[config.mk]
export PLATFORM = sky130hd
export DESIGN_NAME = uart_fc_top
export DESIGN_NICKNAME = d
export VERILOG_FILES = /design/src/rtl/uart_fc_pkg.sv /design/src/rtl/fc_sync.sv /design/src/rtl/fc_tx.sv /design/src/rtl/fc_rx.sv /design/src/rtl/uart_fc_top.sv
export SDC_FILE = /design/constraint.sdc
export NUM_CORES = 1
export LEC_CHECK = 0
export BUFFER_PORTS_ARGS = -buffer_cell sky130_fd_sc_hd__buf_2
export CORE_ASPECT_RATIO = 1.1
export CORE_MARGIN = 2
export CORE_UTILIZATION = 58
export CTS_CLUSTER_SIZE = 28
export DETAILED_ROUTE_END_ITERATION = 8
export PLACE_DENSITY_LB_ADDON = 0.2
export SYNTH_ARGS = -nofsm -noshare
export SYNTH_HDL_FRONTEND = slang
export SYNTH_SLANG_ARGS = --single-unit
[constraint.sdc]
create_clock -name clk -period 2.1 [get_ports clk]
set_input_delay 0.315 -clock clk [delete_from_list [all_inputs] [get_ports clk]]
set_output_delay 0.315 -clock clk [all_outputs]
set_load 0.01 [all_outputs]
[src/rtl/uart_fc_pkg.sv]
package uart_fc_pkg;

  typedef enum logic {
    PIN_CTS  = 1'b0,
    PIN_RXEN = 1'b1
  } pin_fn_e;

  typedef enum logic {
    TX_IDLE  = 1'b0,
    TX_SHIFT = 1'b1
  } tx_state_e;

  typedef enum logic [2:0] {
    RX_IDLE  = 3'd0,
    RX_START = 3'd1,
    RX_DATA  = 3'd2,
    RX_STOP  = 3'd3,
    RX_WAITH = 3'd4
  } rx_state_e;

  // transmitter may start a frame
  function automatic logic tx_gate(input logic fc_en, input pin_fn_e fn, input logic pin);
    return !fc_en || (fn == PIN_RXEN) || pin;
  endfunction

  // receiver may accept a start bit
  function automatic logic rx_gate(input logic fc_en, input pin_fn_e fn, input logic pin);
    return !fc_en || (fn == PIN_CTS) || pin;
  endfunction

endpackage

[src/rtl/fc_sync.sv]
module fc_sync #(
  parameter int   STAGES    = 2,
  parameter logic RESET_VAL = 1'b0
) (
  input  logic clk,
  input  logic rst_n,
  input  logic d,
  output logic q
);
  logic [STAGES-1:0] ff;

  always_ff @(posedge clk or negedge rst_n) begin
    if (!rst_n) ff <= {STAGES{RESET_VAL}};
    else        ff <= {ff[STAGES-2:0], d};
  end

  assign q = ff[STAGES-1];
endmodule

[src/rtl/fc_tx.sv]
module fc_tx
  import uart_fc_pkg::*;
#(
  parameter int DATA_W = 8,
  parameter int OVS    = 16
) (
  input  logic              clk,
  input  logic              rst_n,
  input  logic              tick,
  input  logic              gate_ok,
  input  logic              wr,
  input  logic [DATA_W-1:0] wr_data,
  output logic              tx_empty,
  output logic              txd
);
  localparam int FRAME_W = DATA_W + 2;
  localparam int SUB_W   = $clog2(OVS);
  localparam int CNT_W   = $clog2(FRAME_W);

  function automatic logic [FRAME_W-1:0] frame_bits(input logic [DATA_W-1:0] b);
    return {1'b1, b, 1'b0};
  endfunction

  tx_state_e          state;
  logic [DATA_W-1:0]  hold_q;
  logic               hold_full;
  logic [FRAME_W-1:0] shreg;
  logic [SUB_W-1:0]   sub;
  logic [CNT_W-1:0]   bitn;

  logic tx_start, bit_end, frame_end;
  assign tx_start  = (state == TX_IDLE) && hold_full && gate_ok;
  assign bit_end   = (state == TX_SHIFT) && tick && (sub == SUB_W'(OVS-1));
  assign frame_end = bit_end && (bitn == CNT_W'(FRAME_W-1));

  always_ff @(posedge clk or negedge rst_n) begin
    if (!rst_n) begin
      state     <= TX_IDLE;
      hold_q    <= '0;
      hold_full <= 1'b0;
      shreg     <= '1;
      sub       <= '0;
      bitn      <= '0;
    end else begin
      if (tx_start) hold_full <= 1'b0;
      if (wr) begin
        hold_q    <= wr_data;
        hold_full <= 1'b1;
      end
      case (state)
        TX_IDLE: if (tx_start) begin
          state <= TX_SHIFT;
          shreg <= frame_bits(hold_q);
          sub   <= '0;
          bitn  <= '0;
        end
        TX_SHIFT: if (tick) begin
          if (bit_end) begin
            sub   <= '0;
            shreg <= {1'b1, shreg[FRAME_W-1:1]};
            if (frame_end) state <= TX_IDLE;
            else           bitn  <= bitn + 1'b1;
          end else begin
            sub <= sub + 1'b1;
          end
        end
        default: state <= TX_IDLE;
      endcase
    end
  end

  assign tx_empty = !hold_full;
  assign txd      = (state == TX_SHIFT) ? shreg[0] : 1'b1;

  assert_tx_held_R3: assert property (@(posedge clk) disable iff (!rst_n)
    (state == TX_IDLE && hold_full && !gate_ok) |=> hold_full);
  assert_tx_frame_runs_R4: assert property (@(posedge clk) disable iff (!rst_n)
    (state == TX_SHIFT && !frame_end) |=> (state == TX_SHIFT));
  assert_tx_start_low_R2: assert property (@(posedge clk) disable iff (!rst_n)
    $rose(state == TX_SHIFT) |-> !txd);
  assert_tx_empty_load_R7: assert property (@(posedge clk) disable iff (!rst_n)
    (tx_start && !wr) |=> tx_empty);
endmodule

[src/rtl/fc_rx.sv]
module fc_rx
  import uart_fc_pkg::*;
#(
  parameter int DATA_W = 8,
  parameter int OVS    = 16
) (
  input  logic              clk,
  input  logic              rst_n,
  input  logic              tick,
  input  logic              rxd_s,
  input  logic              rx_en,
  output logic              rx_valid,
  output logic [DATA_W-1:0] rx_data,
  output logic              rx_frame_err
);
  localparam int SUB_W = $clog2(OVS);
  localparam int BIT_W = $clog2(DATA_W);
  localparam int MID   = OVS/2 - 1;

  rx_state_e         state;
  logic [SUB_W-1:0]  sub;
  logic [BIT_W-1:0]  bitn;
  logic [DATA_W-1:0] shreg;

  logic mid_hit, full_hit;
  assign mid_hit  = tick && (sub == SUB_W'(MID));
  assign full_hit = tick && (sub == SUB_W'(OVS-1));

  always_ff @(posedge clk or negedge rst_n) begin
    if (!rst_n) begin
      state        <= RX_IDLE;
      sub          <= '0;
      bitn         <= '0;
      shreg        <= '0;
      rx_valid     <= 1'b0;
      rx_data      <= '0;
      rx_frame_err <= 1'b0;
    end else begin
      rx_valid <= 1'b0;
      case (state)
        RX_IDLE: if (tick && !rxd_s && rx_en) begin
          state <= RX_START;
          sub   <= '0;
        end
        RX_START: if (tick) begin
          if (mid_hit) begin
            sub   <= '0;
            bitn  <= '0;
            state <= rxd_s ? RX_IDLE : RX_DATA;
          end else sub <= sub + 1'b1;
        end
        RX_DATA: if (tick) begin
          if (full_hit) begin
            sub   <= '0;
            shreg <= {rxd_s, shreg[DATA_W-1:1]};
            if (bitn == BIT_W'(DATA_W-1)) state <= RX_STOP;
            else                          bitn  <= bitn + 1'b1;
          end else sub <= sub + 1'b1;
        end
        RX_STOP: if (tick) begin
          if (full_hit) begin
            rx_valid     <= 1'b1;
            rx_data      <= shreg;
            rx_frame_err <= !rxd_s;
            state        <= rxd_s ? RX_IDLE : RX_WAITH;
          end else sub <= sub + 1'b1;
        end
        RX_WAITH: if (rxd_s) state <= RX_IDLE;
        default: state <= RX_IDLE;
      endcase
    end
  end

  assert_rx_gated_R5: assert property (@(posedge clk) disable iff (!rst_n)
    (state == RX_IDLE && !rx_en) |=> (state == RX_IDLE));
  assert_rx_pulse_R8: assert property (@(posedge clk) disable iff (!rst_n)
    rx_valid |=> !rx_valid);
  assert_rx_wait_high_R9: assert property (@(posedge clk) disable iff (!rst_n)
    (state == RX_WAITH && !rxd_s) |=> (state == RX_WAITH));
endmodule

[src/rtl/uart_fc_top.sv]
module uart_fc_top
  import uart_fc_pkg::*;
#(
  parameter int DATA_W        = 8,
  parameter int OVS           = 16,
  parameter int CLKS_PER_TICK = 2,
  parameter int SYNC_STAGES   = 2
) (
  input  logic              clk,
  input  logic              rst_n,
  input  logic              cfg_wr,
  input  logic              cfg_fc_en,
  input  logic              cfg_pin_sel,
  input  logic              fc_pin,
  input  logic              tx_wr,
  input  logic [DATA_W-1:0] tx_data,
  output logic              tx_empty,
  output logic              txd,
  input  logic              rxd,
  output logic              rx_valid,
  output logic [DATA_W-1:0] rx_data,
  output logic              rx_frame_err
);
  localparam int DIV_W = (CLKS_PER_TICK > 1) ? $clog2(CLKS_PER_TICK) : 1;

  logic    en_q;
  pin_fn_e fn_q;

  always_ff @(posedge clk or negedge rst_n) begin
    if (!rst_n) begin
      en_q <= 1'b0;
      fn_q <= PIN_CTS;
    end else if (cfg_wr) begin
      en_q <= cfg_fc_en;
      fn_q <= pin_fn_e'(cfg_pin_sel);
    end
  end

  logic [DIV_W-1:0] div_q;
  logic             tick;
  assign tick = (div_q == DIV_W'(CLKS_PER_TICK-1));

  always_ff @(posedge clk or negedge rst_n) begin
    if (!rst_n)    div_q <= '0;
    else if (tick) div_q <= '0;
    else           div_q <= div_q + 1'b1;
  end

  logic pin_s, rxd_s, tx_ok, rx_ok;

  fc_sync #(.STAGES(SYNC_STAGES), .RESET_VAL(1'b0)) u_pin_sync (
    .clk(clk), .rst_n(rst_n), .d(fc_pin), .q(pin_s));
  fc_sync #(.STAGES(SYNC_STAGES), .RESET_VAL(1'b1)) u_rxd_sync (
    .clk(clk), .rst_n(rst_n), .d(rxd), .q(rxd_s));

  assign tx_ok = tx_gate(en_q, fn_q, pin_s);
  assign rx_ok = rx_gate(en_q, fn_q, pin_s);

  fc_tx #(.DATA_W(DATA_W), .OVS(OVS)) u_tx (
    .clk(clk), .rst_n(rst_n), .tick(tick), .gate_ok(tx_ok),
    .wr(tx_wr), .wr_data(tx_data), .tx_empty(tx_empty), .txd(txd));

  fc_rx #(.DATA_W(DATA_W), .OVS(OVS)) u_rx (
    .clk(clk), .rst_n(rst_n), .tick(tick), .rxd_s(rxd_s), .rx_en(rx_ok),
    .rx_valid(rx_valid), .rx_data(rx_data), .rx_frame_err(rx_frame_err));

  assert_cfg_hold_R10: assert property (@(posedge clk) disable iff (!rst_n)
    !cfg_wr |=> ($stable(en_q) && $stable(fn_q)));
  assert_tx_idle_high_R1: assert property (@(posedge clk) disable iff (!rst_n)
    $rose(rst_n) |-> (txd && tx_empty));
endmodule

==> results of run 1 <==
[registers in the layout, indices dropped and copies added, names as in the netlist, 2 cells and up]
register	flops
u_rx.state	3
u_rx.rx_data	8
u_tx.sub	4
u_rx.bitn	3
u_tx.hold_q	8
u_tx.bitn	4
u_tx.shreg	9
u_rxd_sync.ff	2
u_rx.shreg	8
u_rx.sub	4
u_pin_sync.ff	2
[worst max-delay path, delay by kind of cell, from the launching register on]
family / cells / cell delay (ps)
simple gates: 2 / 390
mux: 1 / 200
flops: 1 / 410
compound gates: 2 / 640
fa+ha+maj: 1 / 250
[metal layers]
layer | vias up | GRT usage (%)
li1 | 877 | -
met1 | 877 | 25.2
met2 | 39 | 29.4
met3 | 13 | 4.50
met4 | 0 | 13.5
met5 | - | 0
[what timing repair did]
action,4_1_cts,5_1_grt
endpoints found under the hold margin,13,0
setup buffers,0,0
hold buffers,1,0
[worst max-delay path by stage]
stage,startpoint,end,slack [ps],cells past startpoint
after detailed placement,u_rx.sub[0],u_rx.sub[0],150,6
after CTS,u_rx.sub[0],u_rx.sub[0],140,6
after global placement,u_rx.sub[0],u_rx.sub[3],220,6
after global routing,u_rx.sub[0],u_rx.sub[3],60,6
final,u_rx.sub[0],u_rx.sub[0],150,6
after floorplan,u_rx.sub[0],u_rx.sub[3],280,6
[cell families after synthesis]
logic type               after synthesis
AND/OR/NAND/NOR                       65
flip-flops                            62
AO/OA/AOI/OAI                         37
multiplexers                          37
buffers and inverters                 17
adder cells (fa/ha/maj)                6
XOR/XNOR                               5
[area by class of cell]
cell class                      count  area share [%]
Clock buffer                       10            4.28
Clock inverter                      6            2.65
Inverter                            5           0.584
Multi-Input combinational cell    150            35.3
Sequential cell                    62            48.7
Tap cell                           56            2.18
Timing Repair Buffer               34            6.31
[synthesized netlist by cell type, drive strengths merged, types with 2 or more instances]
cell type,number
or3,3
nand3,7
dfstp,11
o21ai,9
xor2,4
nor3,2
mux2i,8
ha,6
nand2,14
a21oi,14
nand3b,2
dfrtp,51
nor4bb,2
a22o,4
nor3b,2
a21o,2
clkbuf,5
nand4,2
nand2b,3
mux2,29
nor2,22
buf,7
and3,2
inv,5
[metrics by stage]
stage	hold WS, ps	setup slack, ps	utilization [%]	total power, mW
2_1_floorplan	19.4	284	-	2.38
3_3_place_gp	318	224	64.5	2.54
3_5_place_dp	319	153	64.5	2.59
4_1_cts	64.0	137	69.6	3.76
5_1_grt	67.7	62.9	69.6	3.96
6_report	73.4	146	69.6	3.73
[power groups by stage]
stage          sequential [mW]  clock [mW]  combinational, mW
2_1_floorplan             1.61           0              0.774
3_3_place_gp              1.70           0              0.835
3_5_place_dp              1.71           0              0.874
4_1_cts                   1.69        1.19              0.878
5_1_grt                   1.73        1.23              0.987
6_report                  1.70        1.16              0.867
==> metrics.md, run 1 <==
| Metric | Value |
|---|---|
| Tcrit/Tclk final | `93.0%` |
| Vias in the first global route | `1831` |
| Hold path depth | `1` |
| Multi-input gate area | `1130 um^2` |
| ANT cells | `0` |
| Leak Pwr | `1.59 nW` |
| Synth top area cells | `dfrtp_1, mux2_2, dfstp_2` |
| Cell Pwr Density | `1160 nW/um^2` |
| DP Area | `2980 um^2` |
| Initial Util | `60.1%` |
| Run status | `finished clean` |
| Slew Limit Fails | `0` |
| Top FF cell, synth | `dfrtp_1` |
| DR iter-0 viols | `110` |
| IO buf count | `27` |
| Register area | `1570 um^2` |
| Die height | `76.6 um` |
| Clk pwr share | `31.2%` |
| Period minus WS final | `1950 ps` |
| Sw Ratio | `30.0%` |
| Fillcell total | `343` |
| EDFF count, synth | `0` |
| Worst-Skew Late Latency | `340 ps` |
| Worst Hold Path EP | `u_rxd_sync.ff[0]` |
| CP Class | `register to register` |
| Most common cell after layout, fill and taps aside | `dfrtp_1` |
| CTS tree | `built` |
| Switch Pwr | `1.12 mW` |
| Fin area | `3210 um^2` |
| Worst-margin pin slew | `516 ps` |
| Placed cell count | `306` |
| CP required | `2370 ps` |
| Most frequent cells in the layout | `dfrtp_1, mux2_2, buf_2, nor2_1` |
| Post-route ant nets | `0` |
| Register bit count reported by yosys | `62` |
| Worst path max stage delay | `410 ps` |
| Max-Cap Viols | `0` |
| Fmax | `0.512 GHz` |
| Drt pass-1 iters | `4` |
| Post-Synth XOR/XNOR Area | `1.58%` |
| Slowest CP cell | `dfrtp_1` |
| Syn Area/Cell | `12.1 um^2` |
| Vias | `1806` |
| Simple logic cell fraction of the synthesized area | `12.6%` |
| Metal3 WL | `179 um` |
| Area Overhead vs Synth | `15.7%` |
| Pint | `2.61 mW` |
| Largest area contributor in the netlist | `dfrtp_1` |
| Reg power frac | `45.6%` |
| Total CTS buffers | `9` |
| Nature of the critical path endpoint | `register` |
| Root Buffer | `clkbuf_8` |
| M1 wire length | `2.18 mm` |
| Clk buf depth | `2` |
| Max VDD drop | `0.691 mV` |
| Reg2Reg Setup Slack | `150 ps` |
| Cell breakdown of the critical path | `ha_1, and4_4, and3_4, a211o_4, a2111oi_4, mux2_1` |
| Comb pwr share | `23.3%` |
| Final net count | `284` |
| Total clock sinks | `62` |
| Site row count | `26` |
| Global route overflow | `0` |
| DRC Markers | `0` |
| Synth Area in Compound Gates | `9.32%` |
| Post-synth ARST share | `100%` |
| Die W | `70.0 um` |
| Antenna violations before repair | `0` |
| Register area share after synthesis | `56.4%` |
| Hold Crit Class | `input pin to register` |
| Critical Path AT | `2230 ps` |
| Reg-to-Reg Start | `u_rx.sub[0]` |
| Largest net degree at the start of global routing | `30` |
| Setup violators final | `0` |
| Ports | `28` |
| Worst hold start | `rxd` |
| Met2 WL post-DR | `2.06 mm` |
| CP startpoint kind | `register` |
| Post-synthesis adder-cell area fraction | `2.70%` |
| Layout cells sized above 1 | `35.6%` |
| Max Used Layer | `met4` |
| YS warnings | `0` |
| Global-route wire length before repair | `8.20 mm` |
| Synth cell types | `43` |
| Final Hold Viols | `0` |
| Synth Instances | `229` |
| Routed wire length | `4.56 mm` |
| Post-cts sizing count | `0` |
| Mapped Nets | `251` |
| Reg clk slew, reported paths | `60 ps` |
| GPL Wtd Cong | `0.809` |
| H-tree depth | `3` |
| Total negative slack | `0 ps` |
| Core area | `4620 um^2` |
| Tot GR Track Use | `19.6%` |
| RSZ-0062 raised after global routing | `no` |
| Reg2Reg Depth | `6` |
| Slew HR | `65.6%` |
| Crit-path max FO | `6` |
| Post-DP HPWL | `3.12 mm` |
| Final Non-Filler Cells | `323` |
| DR vias/cell | `5.59` |
| Routed wire length per instance | `14.1 um` |
| Post-synthesis mux area share | `14.6%` |
| Synth top area share | `45.9%` |
| Die ar. | `5360 um^2` |
| Worst R2R End | `u_rx.sub[0]` |
| Largest family of logic cells by synthesized area | `multiplexers` |
| Clk_skew | `7.64 ps` |
| Synth Cell Area | `2780 um^2` |
No activity file was read; power rests on OpenSTA's default activity.
==> run 2, diff against run 1 <==
--- a/config.mk
+++ b/config.mk
@@ -12,6 +12,7 @@
 export CTS_CLUSTER_SIZE = 28
 export DETAILED_ROUTE_END_ITERATION = 8
 export PLACE_DENSITY_LB_ADDON = 0.2
+export REMOVE_ABC_BUFFERS = 1
 export SYNTH_ARGS = -nofsm -noshare
 export SYNTH_HDL_FRONTEND = slang
 export SYNTH_SLANG_ARGS = --single-unit
==> metrics.md, run 2 (synthesis gave the netlist of run 1 again) <==
| Metric | Value |
|---|---|
| Final Hold Viols | `0 (unchanged)` |
| Grt met1 use | `23.2% (was 25.2%)` |
| Core area | `4620 um^2 (unchanged)` |
| Post-route ant nets | `0 (unchanged)` |
| RSZ-0062 raised after global routing | `no (unchanged)` |
| Layout cells sized above 1 | `34.6% (was 35.6%)` |
| Slew Limit Fails | `0 (unchanged)` |
| Slew HR | `73.4% (was 65.6%)` |
| Multi-input gate area | `1130 um^2 (unchanged)` |
| Most common cell after layout, fill and taps aside | `dfrtp_1 (unchanged)` |
| Initial Util | `60.1% (unchanged)` |
| IO buf count | `27 (unchanged)` |
| Sw Ratio | `30.7% (was 30.0%)` |
| Pint | `2.45 mW (was 2.61 mW)` |
| GPL Wtd Cong | `0.741 (was 0.809)` |
| Root Buffer | `clkbuf_8 (unchanged)` |
| DP Area | `2970 um^2 (was 2980 um^2)` |
| Most frequent cells in the layout | `dfrtp_1, mux2_2, buf_2, nor2_1 (unchanged)` |
| Die height | `76.6 um (unchanged)` |
| Die ar. | `5360 um^2 (unchanged)` |
| Clk buf depth | `2 (unchanged)` |
| Total negative slack | `0 ps (unchanged)` |
| Routed wire length per instance | `14.2 um (was 14.1 um)` |
| Max-Cap Viols | `0 (unchanged)` |
| Tot GR Track Use | `19.2% (was 19.6%)` |
| Hold Crit Class | `input pin to register (unchanged)` |
| H-tree depth | `3 (unchanged)` |
| Setup violators final | `0 (unchanged)` |
| Largest register FFs | `9 (unchanged)` |
| Clk pwr share | `27.6% (was 31.2%)` |
| Reg clk slew, reported paths | `70 ps (was 60 ps)` |
| Vias in the first global route | `1818 (was 1831)` |
| Final Non-Filler Cells | `322 (was 323)` |
| WHS | `89.7 ps (was 73.4 ps)` |
| Final net count | `283 (was 284)` |
| Reg-to-Reg Start | `u_rx.sub[0] (unchanged)` |
| Ports | `28 (unchanged)` |
| DR vias/cell | `5.61 (was 5.59)` |
| Worst-Skew Late Latency | `330 ps (was 340 ps)` |
| Global-route wire length before repair | `8.02 mm (was 8.20 mm)` |
| Fillcell total | `350 (was 343)` |
| Reg power frac | `48.0% (was 45.6%)` |
| Die W | `70.0 um (unchanged)` |
| Fmax | `0.514 GHz (was 0.512 GHz)` |
| Worst setup margin | `154 ps (was 146 ps)` |
| Site row count | `26 (unchanged)` |
| Switch Pwr | `1.09 mW (was 1.12 mW)` |
| Antenna violations before repair | `0 (unchanged)` |
| Vias | `1807 (was 1806)` |
| Routed wire length | `4.58 mm (was 4.56 mm)` |
| Total clock sinks | `62 (unchanged)` |
| Register area | `1570 um^2 (unchanged)` |
| Overall Power | `3.54 mW (was 3.73 mW)` |
| Max VDD drop | `0.584 mV (was 0.691 mV)` |
| Tcrit/Tclk final | `92.7% (was 93.0%)` |
| Global route overflow | `0 (unchanged)` |
| Cell Pwr Density | `1120 nW/um^2 (was 1160 nW/um^2)` |
| Period minus WS final | `1950 ps (about the same)` |
| CP startpoint kind | `register (unchanged)` |
| Fin area | `3170 um^2 (was 3210 um^2)` |
| Met2 usage in global routing | `31.4% (was 29.4%)` |
| DR iter-0 viols | `72 (was 110)` |
| CP Class | `register to register (unchanged)` |
| Fin util | `68.6% (was 69.6%)` |
| Clk_skew | `7.42 ps (was 7.64 ps)` |
| Leak Pwr | `1.57 nW (was 1.59 nW)` |
| CTS tree | `built (unchanged)` |
| Comb pwr share | `24.4% (was 23.3%)` |
| Critical Path AT | `2210 ps (was 2230 ps)` |
| Post-CTS setup buffers | `0 (unchanged)` |
| Place WS | `173 ps (was 153 ps)` |
| Run status | `finished clean (unchanged)` |
| Crit-path max FO | `6 (unchanged)` |
| Nature of the critical path endpoint | `register (unchanged)` |
| Grt met3 use | `6.08% (was 4.50%)` |
| Post-DP HPWL | `3.08 mm (was 3.12 mm)` |
| GRT Max-Usage Layer | `met2 (unchanged)` |
| Worst hold start | `rxd (unchanged)` |
| ANT cells | `0 (unchanged)` |
| Area Overhead vs Synth | `14.0% (was 15.7%)` |
| Beginning of the critical path | `u_rx.sub[0] (unchanged)` |
| Most flop-heavy register | `u_tx.shreg (unchanged)` |
| DRC Markers | `0 (unchanged)` |
| Drt pass-1 iters | `4 (unchanged)` |
| Worst-margin pin slew | `400 ps (was 516 ps)` |
| Total CTS buffers | `9 (unchanged)` |
| Largest net degree at the start of global routing | `63 (was 30)` |
| Placed cell count | `305 (was 306)` |
| CP required | `2360 ps (was 2370 ps)` |
[run 2: cell count changes in the layout (fill, tap and decap cells not counted), sizes merged]
cell / before / now
bufinv: 2 / 1
buf: 33 / 32
clkinv: 2 / 3
clkbuf: 10 / 11
clkinvlp: 2 / 1
[run 2: layout make-up]
cell class | instances | area share [%]
multi-input cells | 150 | 35.8
clock inverters | 5 | 1.66
well taps | 56 | 2.21
clock buffers | 11 | 4.15
inverters | 5 | 0.593
flip-flops and latches | 62 | 49.4
repair buffers | 33 | 6.16
[run 2: final timing paths]
path / end / slack (ps) / cells after the start
setup / recovery: u_rx.sub[3] / 150 / 6
setup reg to reg: u_rx.sub[3] / 150 / 6
min in group asynchronous: u_rx.bitn[1] / 510 / 3
max in group asynchronous: u_rxd_sync.ff[1] / 1260 / 3
hold reg to reg: u_pin_sync.ff[1] / 350 / 0
hold / removal: u_rxd_sync.ff[0] / 90 / 1
[run 2: repair_timing]
item | 4_1_cts | 5_1_grt
gates resized for setup | 0 | 0
endpoints found under the hold margin | 51 | 0
hold buffers | 1 | 0
[run 2: power by group through the flow]
| stage | clock network (mW) | logic (mW) | registers (mW) |
|---|---|---|---|
| 6_report | 0.979 | 0.864 | 1.70 |
| 5_1_grt | 1.06 | 0.987 | 1.74 |
| 4_1_cts | 1.01 | 0.881 | 1.69 |
| 3_5_place_dp | 0 | 0.874 | 1.71 |
| 3_3_place_gp | 0 | 0.837 | 1.70 |
| 2_1_floorplan | 0 | 0.664 | 1.67 |
[run 2: worst max-delay path, cell delays in order (launching register included)]
cell	delay (ps)
dfrtp_1	400
ha_1	250
and4_4	220
and3_4	170
a211o_4	300
a2111oi_4	330
a221o_1	210
[run 2: routing by layer]
metal  routed length, um  vias up
met2                2270       26
met5                   0        -
met1                2110      908
met3                 163        4
met4                  47        0
li1                    -      869
